## src/rtl/vrt_pkg.sv

```systemverilog
package vrt_pkg;

  // Index just past the last line that may be transferred in a frame.
  function automatic int unsigned stop_index(int unsigned skip_lines,
                                             int unsigned active_lines);
    return skip_lines + active_lines;
  endfunction

  // Number of bits needed to hold an index up to and including n.
  function automatic int unsigned index_bits(int unsigned n);
    int unsigned b;
    b = 1;
    while ((1 << b) <= n) b++;
    return b;
  endfunction

endpackage

```

## src/rtl/vrt_flag_sync.sv

```systemverilog
module vrt_flag_sync #(
  parameter int unsigned STAGES = 2
) (
  input  logic clk,
  input  logic rst_n,
  input  logic d_async,
  output logic q_sync
);
  logic [STAGES-1:0] stage_q;
  logic [STAGES-1:0] stage_d;

  generate
    for (genvar i = 0; i < STAGES; i++) begin : g_stage
      if (i == 0) begin : g_first
        always_comb stage_d[i] = d_async;
      end else begin : g_next
        always_comb stage_d[i] = stage_q[i-1];
      end
    end
  endgenerate

  always_ff @(posedge clk or negedge rst_n) begin
    if (!rst_n) stage_q <= '0;
    else        stage_q <= stage_d;
  end

  assign q_sync = stage_q[STAGES-1];
endmodule

```

## src/rtl/vrt_xfer_gate.sv

```systemverilog
module vrt_xfer_gate (
  input  logic clk,
  input  logic rst_n,
  input  logic line_mark,
  input  logic frame_start,
  input  logic flag_s,
  input  logic frame_done,
  output logic issue,
  output logic req_q,
  output logic last_q
);
  logic armed_q, armed_d;
  logic last_d;
  logic req_d;

  // Candidate point decision: armed, not pre-empted, flag moved.
  always_comb begin
    issue  = armed_q && line_mark && !frame_start && !frame_done
             && (flag_s != last_q);
    armed_d = armed_q | frame_start;
    last_d  = issue ? flag_s : last_q;
    req_d   = issue;
  end

  always_ff @(posedge clk or negedge rst_n) begin
    if (!rst_n) begin
      armed_q <= 1'b0;
      last_q  <= 1'b0;
      req_q   <= 1'b0;
    end else begin
      armed_q <= armed_d;
      last_q  <= last_d;
      req_q   <= req_d;
    end
  end
endmodule

```

## src/rtl/vrt_line_ptr.sv

```systemverilog
module vrt_line_ptr #(
  parameter int unsigned IDX_W        = 6,
  parameter int unsigned SKIP_LINES   = 4,
  parameter int unsigned ACTIVE_LINES = 6
) (
  input  logic             clk,
  input  logic             rst_n,
  input  logic             load,
  input  logic             adv,
  output logic [IDX_W-1:0] addr_o,
  output logic             done_o
);
  import vrt_pkg::*;

  localparam logic [IDX_W-1:0] START_IDX = IDX_W'(SKIP_LINES);
  localparam logic [IDX_W-1:0] STOP_IDX  = IDX_W'(stop_index(SKIP_LINES, ACTIVE_LINES));

  logic [IDX_W-1:0] idx_q, idx_d;
  logic [IDX_W-1:0] addr_q, addr_d;

  always_comb begin
    idx_d  = idx_q;
    addr_d = addr_q;
    if (load) begin
      idx_d = START_IDX;
    end else if (adv) begin
      addr_d = idx_q;
      idx_d  = idx_q + IDX_W'(1);
    end
  end

  always_ff @(posedge clk or negedge rst_n) begin
    if (!rst_n) begin
      idx_q  <= '0;
      addr_q <= '0;
    end else begin
      idx_q  <= idx_d;
      addr_q <= addr_d;
    end
  end

  assign done_o = (idx_q >= STOP_IDX);
  assign addr_o = addr_q;
endmodule

```

## src/rtl/vrt_split_xfer_sched.sv

```systemverilog
module vrt_split_xfer_sched #(
  parameter int unsigned SYNC_STAGES  = 2,
  parameter int unsigned ROW_W        = 9,
  parameter int unsigned SKIP_LINES   = 64,
  parameter int unsigned ACTIVE_LINES = 768
) (
  input  logic             clk,
  input  logic             rst_n,
  input  logic             frame_start,
  input  logic             line_mark,
  input  logic             half_flag_async,
  output logic             xfer_req,
  output logic [ROW_W-1:0] xfer_row,
  output logic             xfer_half
);
  import vrt_pkg::*;

  localparam int unsigned IDX_W = ROW_W + 1;

  initial begin
    if (index_bits(stop_index(SKIP_LINES, ACTIVE_LINES)) > IDX_W)
      $error("line index does not fit in ROW_W+1 bits");
    if (SYNC_STAGES < 2)
      $error("SYNC_STAGES must be at least 2");
  end

  logic             flag_s;
  logic             issue;
  logic             last_flag_q;
  logic             frame_done;
  logic [IDX_W-1:0] addr;

  vrt_flag_sync #(.STAGES(SYNC_STAGES)) u_sync (
    .clk     (clk),
    .rst_n   (rst_n),
    .d_async (half_flag_async),
    .q_sync  (flag_s)
  );

  vrt_xfer_gate u_gate (
    .clk         (clk),
    .rst_n       (rst_n),
    .line_mark   (line_mark),
    .frame_start (frame_start),
    .flag_s      (flag_s),
    .frame_done  (frame_done),
    .issue       (issue),
    .req_q       (xfer_req),
    .last_q      (last_flag_q)
  );

  vrt_line_ptr #(
    .IDX_W        (IDX_W),
    .SKIP_LINES   (SKIP_LINES),
    .ACTIVE_LINES (ACTIVE_LINES)
  ) u_ptr (
    .clk    (clk),
    .rst_n  (rst_n),
    .load   (frame_start),
    .adv    (issue),
    .addr_o (addr),
    .done_o (frame_done)
  );

  assign xfer_row  = addr[IDX_W-1:1];
  assign xfer_half = addr[0];
endmodule

```

## config.mk

```make
export PLATFORM = sky130hd
export DESIGN_NAME = vrt_split_xfer_sched
export DESIGN_NICKNAME = d
export VERILOG_FILES = /design/src/rtl/vrt_pkg.sv /design/src/rtl/vrt_flag_sync.sv /design/src/rtl/vrt_xfer_gate.sv /design/src/rtl/vrt_line_ptr.sv /design/src/rtl/vrt_split_xfer_sched.sv
export SDC_FILE = /design/constraint.sdc
export NUM_CORES = 1
export LEC_CHECK = 0
export BUFFER_PORTS_ARGS = -buffer_cell sky130_fd_sc_hd__buf_4
export CAP_MARGIN = 20
export CORE_MARGIN = 2
export CORE_UTILIZATION = 44
export CTS_CLUSTER_SIZE = 16
export DETAILED_ROUTE_END_ITERATION = 10
export HOLD_SLACK_MARGIN = 0.15
export PLACE_DENSITY = 0.6
export SLEW_MARGIN = 10
export SYNTH_ARGS = -nofsm -noshare
export SYNTH_HDL_FRONTEND = slang
export SYNTH_HIERARCHICAL = 1
export SYNTH_SLANG_ARGS = --single-unit
export TNS_END_PERCENT = 20
```

## constraint.sdc

```tcl
create_clock -name clk -period 2.5 [get_ports clk]
set_input_delay 0.125 -clock clk [delete_from_list [all_inputs] [get_ports clk]]
set_output_delay 0.125 -clock clk [all_outputs]
set_load 0.005 [all_outputs]
```

==> impl_metrics.yaml, run 1 <==
run_status:
  status: "completed"
power:
  max-vdd-ir-drop_mv: 0.311
  p_leak_nw: 0.569
  p_total_uw: 654
  powerDensity_mw_per_mm2: 522
global_routing:
  grt_pass1_vias: 706
  use_met2: 0.265
  grt_max_degree: 26
  antenna_found_initial: 0
  overflow: 0
  busiest_layer: "met2"
  grt_use_met3: 0.0254
  grt_pass1_wl_um: 3170
  use_met1: 0.196
  grt_use_total: 0.160
final_layout:
  fin_util: 0.555
  syn2layout_area_growth_pct: 17.6
  drive_above_1_share: 0.287
  antennaDiodeCount: 0
  finalNonFillerCells: 136
  final_cell_area_mm2: 0.00125
  final_nets: 116
placed_design:
  dp_hpwl_um: 1260
  numPortBuffers: 15
  place.gp.congestion: 0.793
  post-place-ws_ns: 0.336
  place_area_mm2: 0.00120
  dp.cells: 129
sta:
  fmax_ghz: 0.465
  tns_ns: 0
  holdWs_ns: 0.238
  rsz0062_at_grt: "false"
  slew_headroom: 0.622
  fin_skew_ns: 0.00761
  setup_viol: 0
  worst_pin_slew_ns: 0.567
  drv_slew: 0
  setup_slack_ns: 0.348
  finalHoldViolCount: 0
  finalCriticalPeriod_ns: 2.15
  period_share: 0.861
floorplanning:
  core_mm2: 0.00225
  num_rows: 17
  dieArea_mm2: 0.00283
  die_x_um: 53.2
  pin_count: 16
  initial_utilization: 0.472
  die_height_um: 53.2
synthesis:
  yosysMostFrequentCell: "dfrtp_1"
  synthFlopType: "dfrtp_1"
  synth-async-reset-ratio: 1.00
  synth.top_cells.by_count: "dfrtp_1 (25), mux2_2 (7), nand2_1 (6), nor2_1 (6), o21ai_0 (6)"
  ys_ff_latch: 25
  synth_cell_type_count: 32
  synth_edf_count: 0
  postSynthCellCount: 89
  avgSynthCellArea_um2: 12.0
  yosysTopAreaCellShare: 0.588
  synth_nets: 96
  ys_warn_count: 6
  synth_top_cell_by_area: "dfrtp_1"
  ys_seq_area_frac: 0.588
  synth_area_mm2: 0.00106
  yosys-top-cells-area: "dfrtp_1 (59%), mux2_2 (7.4%), o21ai_0 (2.8%)"
critical_path:
  reg2reg_depth: 6
  slowest_delay_ns: 0.45
  cp_slowest_cell: "dfrtp_1"
  worst_setup_path_start_kind: "flip-flop"
  path_cells: "o211a_1, and4bb_1, and2_2, nand3_2, nor4_1, mux2_2"
  r2r-start: "u_ptr/idx_q[6]"
  end_kind: "flip-flop"
  critical_path_required_ns: 2.70
  arrival_ns: 2.36
  r2r-end: "u_ptr/idx_q[9]"
  path_buf_inv: 0
  cp_max_fo: 8
  cpLargestDelayFamily: "simple AND/OR/NAND/NOR gates"
  critical_path_class: "reg -> reg"
  r2r_setup_slack_ns: 0.35
drt:
  wire_per_inst_um: 13.3
  drcViolationCount: 0
  vias: 696
  drt_pre_antenna_iters: 4
  drtIter0Drc: 6
  drt-total-wl_um: 1800
  ant_nets: 0
  avgViaCountPerCell: 5.12
clocking:
  root_buffer: "clkbuf_4"
  post_cts_buffers: 0
  cts_buffers: 3
  clk_latency_ns: 0.31
  htreeDepth: 1
  clkSinkCount: 25
  clk_pin_slew_ns: 0.13
  cts_tree: "done"
  clk_path_buf_depth: 2
job:
  maxCapViolCount: 0
worst_hold_path:
  hold_path.class: "in -> async"
[final cells by class]
type	instances	area, µm²
Tap cell	28	35.0
Clock buffer	4	26.3
Inverter	4	15.0
Multi-Input combinational cell	57	408
Sequential cell	25	626
Timing Repair Buffer	18	143
Fill cell	200	1000
[flip-flops by register name, indices dropped and copies added (netlist names)]
name	cells
u_sync/stage_q	2
u_gate/last_q	1
u_ptr/idx_q	10
u_ptr/addr_o	10
u_gate/armed_q	1
u_gate/req_q	1
[worst max-delay path by stage]
stage | start | endpoint | cells past startpoint
global route | u_ptr/idx_q[6] | u_ptr/idx_q[9] | 6
finish | u_ptr/idx_q[6] | u_ptr/idx_q[9] | 6
CTS | u_ptr/idx_q[6] | u_ptr/idx_q[9] | 6
floorplan | u_ptr/idx_q[6] | u_ptr/idx_q[9] | 7
detailed placement | u_ptr/idx_q[6] | u_ptr/idx_q[9] | 6
global placement | u_ptr/idx_q[6] | u_ptr/idx_q[9] | 6
[worst register-to-register path, cell delays in order (launching register included)]
cell and delay, ns:
dfrtp_1 0.45, o211a_1 0.23, and4bb_1 0.27, and2_2 0.26
nand3_2 0.15, nor4_1 0.32, mux2_2 0.37
[what timing repair did]
item	4_1_cts	5_1_grt
hold buffers	3	0
endpoints found under the hold margin	36	0
resized for setup	0	0
[routing by layer]
metal  wire length (µm)  share of wire
met2                896           0.50
met3                 31          0.017
met5                  0              0
met1                842           0.47
met4                 33          0.018
[power by group]
| part | switching (mW) | internal [mW] | total (mW) |
|---|---|---|---|
| logic | 0.0271 | 0.0284 | 0.0555 |
| registers | 0.00813 | 0.417 | 0.425 |
| clock network | 0.112 | 0.0623 | 0.174 |
[layout by cell type, fill, tap and decap left out, drive strengths merged]
cell and instances:
or2 1, mux2 8, nor3 1, or4 2
o211a 1, dlygate4sd3 3, nand4 3, o21ai 6
clkbuf 4, nor4 1, buf 15, nand3 2
inv 4, mux2i 1, xnor2 2, or3b 1
nand2 7, o31ai 2, xor2 3, nor2 6
or3 1, and2 1, a21oi 3, dfrtp 25
nand2b 1, ha 2, and4bb 1, nor2b 1
[logic make-up (layout without fill, tap and decap cells)]
family / count (synthesis) / after routing / share of synthesized area
muxes: 9 / 9 / 0.0975
AOI/OAI and AO/OA: 12 / 12 / 0.0658
DFF: 25 / 25 / 0.588
xor gates and xnor gates: 5 / 5 / 0.0411
adders and majority gates: 2 / 2 / 0.0235
buffers and inverters: 7 / 26 / 0.0294
and+or+nand+nor: 29 / 29 / 0.155
Note: power is estimated with default switching activity, not from simulation.
==> run 2: changes to the inputs <==
Settings changed: ABC_AREA from default to 1.
==> run 2 against run 1 <==
Synthesized cell count is 34% higher. Clock skew is 0.0053 ns lower. Highest routed layer unchanged. Sequential cell count stayed put. Power is 2.8% higher. Largest power group unchanged. Clock power is 2% lower. Critical path type unchanged.
==> impl_metrics.yaml, run 2 <==
floorplanning:
  pin_count: 16
  initial_utilization: 0.474
  num_rows: 17
  core_mm2: 0.00223
  die_height_um: 53.1
  die_x_um: 53.1
  dieArea_mm2: 0.00281
sta:
  fmax_ghz: 0.548
  worst_pin_slew_ns: 0.361
  drv_slew: 0
  rsz0062_at_grt: "false"
  holdWs_ns: 0.166
  setup_viol: 0
  finalHoldViolCount: 0
  fin_skew_ns: 0.00228
  period_share: 0.730
  setup_slack_ns: 0.675
  finalCriticalPeriod_ns: 1.82
  tns_ns: 0
  slew_headroom: 0.758
final_layout:
  drive_above_1_share: 0.164
  finalNonFillerCells: 168
  final_nets: 148
  final_cell_area_mm2: 0.00126
  syn2layout_area_growth_pct: 18.8
  fin_util: 0.563
  antennaDiodeCount: 0
  fillers: 205
  mostFrequentLayoutCells: "nand2_1 (33), dfrtp_1 (25), buf_4 (15), inv_1 (14), nor2_1 (12)"
  multi_input_area_um2: 375
  layout.area.seq_um2: 626
  layout_commonest_cell: "nand2_1"
synthesis:
  yosysMostFrequentCell: "nand2_1"
  synth.top_cells.by_count: "nand2_1 (33), dfrtp_1 (25), inv_1 (14), nor2_1 (12), o21ai_0 (9)"
  synth_edf_count: 0
  synth_nets: 126
  synth_area_mm2: 0.00106
  synth-async-reset-ratio: 1.00
  synth_cell_type_count: 19
  avgSynthCellArea_um2: 8.90
  yosys-top-cells-area: "dfrtp_1 (59%), nand2_1 (12%), inv_1 (5.0%)"
  synthFlopType: "dfrtp_1"
  yosysTopAreaCellShare: 0.591
  synth_top_cell_by_area: "dfrtp_1"
  ys_seq_area_frac: 0.591
  ys_ff_latch: 25
  ys_warn_count: 6
  postSynthCellCount: 119
global_routing:
  grt_max_degree: 26
  grt_pass1_wl_um: 3370
  grt_pass1_vias: 787
  grt_use_total: 0.167
  overflow: 0
  antenna_found_initial: 0
run_status:
  status: "completed"
critical_path:
  r2r_setup_slack_ns: 0.68
  arrival_ns: 2.03
  cp_max_fo: 6
  worst_setup_path_start_kind: "flip-flop"
  reg2reg_depth: 10
  critical_path_required_ns: 2.71
  r2r-start: "u_ptr/idx_q[6]"
  r2r-end: "u_ptr/idx_q[8]"
  end_kind: "flip-flop"
  critical_path_class: "reg -> reg"
clocking:
  clk_path_buf_depth: 2
  post_cts_buffers: 0
  cts_tree: "done"
  clk_pin_slew_ns: 0.12
  root_buffer: "clkbuf_4"
  cts_buffers: 3
  clkSinkCount: 25
  clk_latency_ns: 0.30
  post_cts_resized: 0
  htreeDepth: 1
drt:
  drt-total-wl_um: 1930
  wire_per_inst_um: 11.5
  ant_nets: 0
  drt_pre_antenna_iters: 4
  drtIter0Drc: 14
  vias: 776
  avgViaCountPerCell: 4.62
  drcViolationCount: 0
placed_design:
  numPortBuffers: 15
  place_area_mm2: 0.00120
  place.gp.congestion: 0.893
  dp.cells: 161
  post-place-ws_ns: 0.688
  dp_hpwl_um: 1440
power:
  p_total_uw: 673
  powerDensity_mw_per_mm2: 535
  max-vdd-ir-drop_mv: 0.385
  p_leak_nw: 0.631
worst_hold_path:
  hold_path_depth: 5
  min_from: "line_mark"
  hold_path.class: "in -> reg"
  hold_end: "u_gate/last_q"
job:
  maxCapViolCount: 0
-- run 2: changes by cell type in the layout (fill, tap and decap cells not counted), sizes merged, moves of 4 or more --
cell,previous run,this run
inv,4,14
mux2,8,0
nand2,7,34
nor2,6,14
o21ai,6,10
-- run 2: logic make-up after synthesis --
kind of cell,after synthesis,share of synthesized area
and+or+nand+nor,58,0.233
DFF,25,0.591
AOI/OAI and AO/OA,18,0.0898
buffers and inverters,15,0.0544
adders and majority gates,2,0.0236
xor gates and xnor gates,1,0.00828
-- run 2: final cells by class --
cell class,count,share of cell area
timing repair buffer,18,0.113
tap,28,0.0279
multi-input combinational,79,0.299
inverter,14,0.0418
clock buffer,4,0.0209
sequential,25,0.498
-- run 2: how the worst max path moves through the flow --
| stage | startpoint | endpoint | slack, ns | cells after the start |
|---|---|---|---|---|
| 2_1_floorplan | u_ptr/idx_q[6] | u_ptr/idx_q[7] | 0.91 | 10 |
| 3_3_place_gp | u_ptr/idx_q[7] | u_ptr/idx_q[7] | 0.74 | 10 |
| 3_5_place_dp | u_ptr/idx_q[6] | u_ptr/idx_q[7] | 0.69 | 10 |
| 4_1_cts | u_ptr/idx_q[7] | u_ptr/idx_q[7] | 0.68 | 10 |
| 5_1_grt | u_ptr/idx_q[6] | u_ptr/idx_q[8] | 0.45 | 10 |
| 6_report | u_ptr/idx_q[6] | u_ptr/idx_q[8] | 0.68 | 10 |
-- run 2: what timing repair did --
item,CTS,global route
hold buffers,3,0
hold endpoints to repair,32,0
setup endpoints to repair,0,0
-- run 2: worst max-delay path, cell delays in order (launching register included) --
cell and delay [ns]:
dfrtp_1 0.45, inv_1 0.08, a211oi_1 0.08, nor2_2 0.13
nand2_1 0.08, nor2_1 0.31, nand3_1 0.15, nor2_1 0.24
nand3_1 0.10, nand2_1 0.07, nor2_1 0.04
-- run 2: report_power, final --
group	switching, mW	internal (mW)	leakage, nW
clock	0.108	0.0621	0.0150
sequential	0.0104	0.422	0.327
combinational	0.0355	0.0345	0.289
total	0.154	0.519	0.631
-- run 2: layer usage --
layer | share of wire | track usage
met4 | 0.0088 | 0.0812
met2 | 0.46 | 0.265
met5 | 0 | 0
met3 | 0.031 | 0.0254
met1 | 0.50 | 0.222
==> run 3: changes to the inputs <==
Settings changed: ABC_AREA 1 to 0, PLACE_DENSITY 0.6 to 0.63.
Clock period 2.5 ns to 1.58 ns, I/O delays scaled along.
==> run 3 against run 2 <==
The flow now finishes with violations (negative setup slack). Worst hold slack improved by 0.029 ns. Non-clock buffer count is 15 higher. Sequential cell count did not move. Register-to-register slack worse by 1.0 ns. Combinational power rose by 66%. Count of clock-buffer cells in the layout is the same. Global-route usage up 0.56 points. Routed wire length is 10% higher. Critical path type unchanged. Largest cell class unchanged. Largest power group unchanged.
==> impl_metrics.yaml, run 3 (same netlist as run 1, synthesis figures left out) <==
run_status:
  status: "finished with violations"
  violations: "negative setup slack"
sta:
  fin_skew_ns: 0.00203
  setup_viol: 19
  fmax_ghz: 0.519
  finalCriticalPeriod_ns: 1.93
  slew_headroom: 0.788
  rsz0062_at_grt: "true"
  worst_pin_slew_ns: 0.319
  setup_slack_ns: -0.348
  period_share: 1.22
  finalHoldViolCount: 0
  drv_slew: 0
critical_path:
  slowest_delay_ns: 0.41
  critical_path_required_ns: 1.77
  worst_setup_path_start_kind: "flip-flop"
  path_cells: "o211a_1, and4bb_1, and2_4, nand4_1, o21ai_1, or3b_1"
  cp_max_fo: 4
  cpLargestDelayFamily: "simple AND/OR/NAND/NOR gates"
  end_kind: "flip-flop"
  path_buf_inv: 0
  cp_slowest_cell: "dfrtp_1"
  critical_path_class: "reg -> reg"
  arrival_ns: 2.12
job:
  maxCapViolCount: 0
drt:
  ant_nets: 0
  drt-total-wl_um: 2130
  drt_pre_antenna_iters: 4
  avgViaCountPerCell: 5.09
  wire_per_inst_um: 14.1
  drtIter0Drc: 8
  vias: 768
  drcViolationCount: 0
global_routing:
  grt_use_met3: 0.0339
  grt_pass1_wl_um: 3400
  overflow: 0
  grt_pass1_vias: 741
  use_met1: 0.205
  grt_use_total: 0.173
  busiest_layer: "met2"
  use_met2: 0.313
  antenna_found_initial: 0
  grt_max_degree: 26
final_layout:
  fin_util: 0.633
  antennaDiodeCount: 0
  layout_commonest_cell: "buf_4"
  mostFrequentLayoutCells: "buf_4 (29), dfrtp_1 (25), nand2_1 (6), nor2_1 (6), mux2_2 (6)"
  final_nets: 131
  syn2layout_area_growth_pct: 34.1
  drive_above_1_share: 0.439
floorplanning:
  die_height_um: 53.2
  core_mm2: 0.00225
  dieArea_mm2: 0.00283
  pin_count: 16
  initial_utilization: 0.472
  die_x_um: 53.2
  num_rows: 17
clocking:
  cts_tree: "done"
  clk_path_buf_depth: 2
  cts_buffers: 3
  root_buffer: "clkbuf_4"
  htreeDepth: 1
  clk_latency_ns: 0.30
  clkSinkCount: 25
  clk_pin_slew_ns: 0.13
power:
  max-vdd-ir-drop_mv: 0.701
  p_leak_nw: 0.671
  powerDensity_mw_per_mm2: 739
placed_design:
  place.gp.congestion: 0.829
  dp_hpwl_um: 1480
  numPortBuffers: 15
  post-place-ws_ns: -0.322
worst_hold_path:
  hold_path.class: "in -> async"
-- run 3: cell count changes in the layout (fill, tap and decap cells not counted), moves of 3 or more --
cell     change
nand2_1     -27
buf_4       +14
inv_1       -11
a21oi_1      -6
mux2_2       +6
nor2_1       -6
o21ai_0      -5
nand3_1      -4
a21oi_2      +3
xor2_1       +3
-- run 3: report_power, final --
group,total (mW),switching (mW),internal (mW),leakage [nW]
clock,0.271,0.172,0.0983,0.0150
sequential,0.669,0.0101,0.659,0.326
combinational,0.116,0.0545,0.0615,0.330
-- run 3: what timing repair did --
action	4_1_cts	5_1_grt
resized for setup	4	7
endpoints found under the hold margin	34	0
setup buffers	0	1
hold buffers	3	0
endpoints found under the setup margin	19	20
cloned	0	0
pin swaps	2	7
-- run 3: through the flow --
stage	setup TNS [ns]	instance area, µm²	total power [mW]	hold slack, ns	instances
CTS	-3.92	1400	1.07	0.197	150
global placement	-2.09	1320	0.789	-0.00517	143
finish	-4.28	1430	1.06	0.195	151
floorplan	-3.05	1080	0.732	-0.217	89
detailed placement	-3.68	1320	0.792	0.00196	143
global route	-5.94	1430	1.12	0.209	151
-- run 3: final timing paths --
kind / slack [ns] / cells past startpoint / to / startpoint
setup / recovery: -0.35 / 6 / u_ptr/idx_q[6] / u_ptr/idx_q[7]
hold / removal: 0.20 / 2 / u_sync/stage_q[1] / rst_n
max in group asynchronous: 1.14 / 2 / u_ptr/idx_q[4] / rst_n
min in group clk: 0.28 / 3 / u_gate/req_q / frame_start
setup reg to reg: -0.35 / 6 / u_ptr/idx_q[6] / u_ptr/idx_q[7]
hold reg to reg: 0.37 / 0 / u_sync/stage_q[1] / u_sync/stage_q[0]
-- run 3: final cells by class --
type / instances / area [µm²]
clock buffer: 4 / 26.3
multi-input combinational: 57 / 467
sequential: 25 / 626
fill: 197 / 827
inverter: 4 / 15.0
timing repair buffer: 33 / 259
tap: 28 / 35.0
-- run 3: layer usage --
| metal | part of all wire | wire length [µm] |
|---|---|---|
| met5 | 0 | 0 |
| met2 | 0.53 | 1120 |
| met1 | 0.43 | 922 |
| met4 | 0.012 | 25 |
| met3 | 0.028 | 60 |
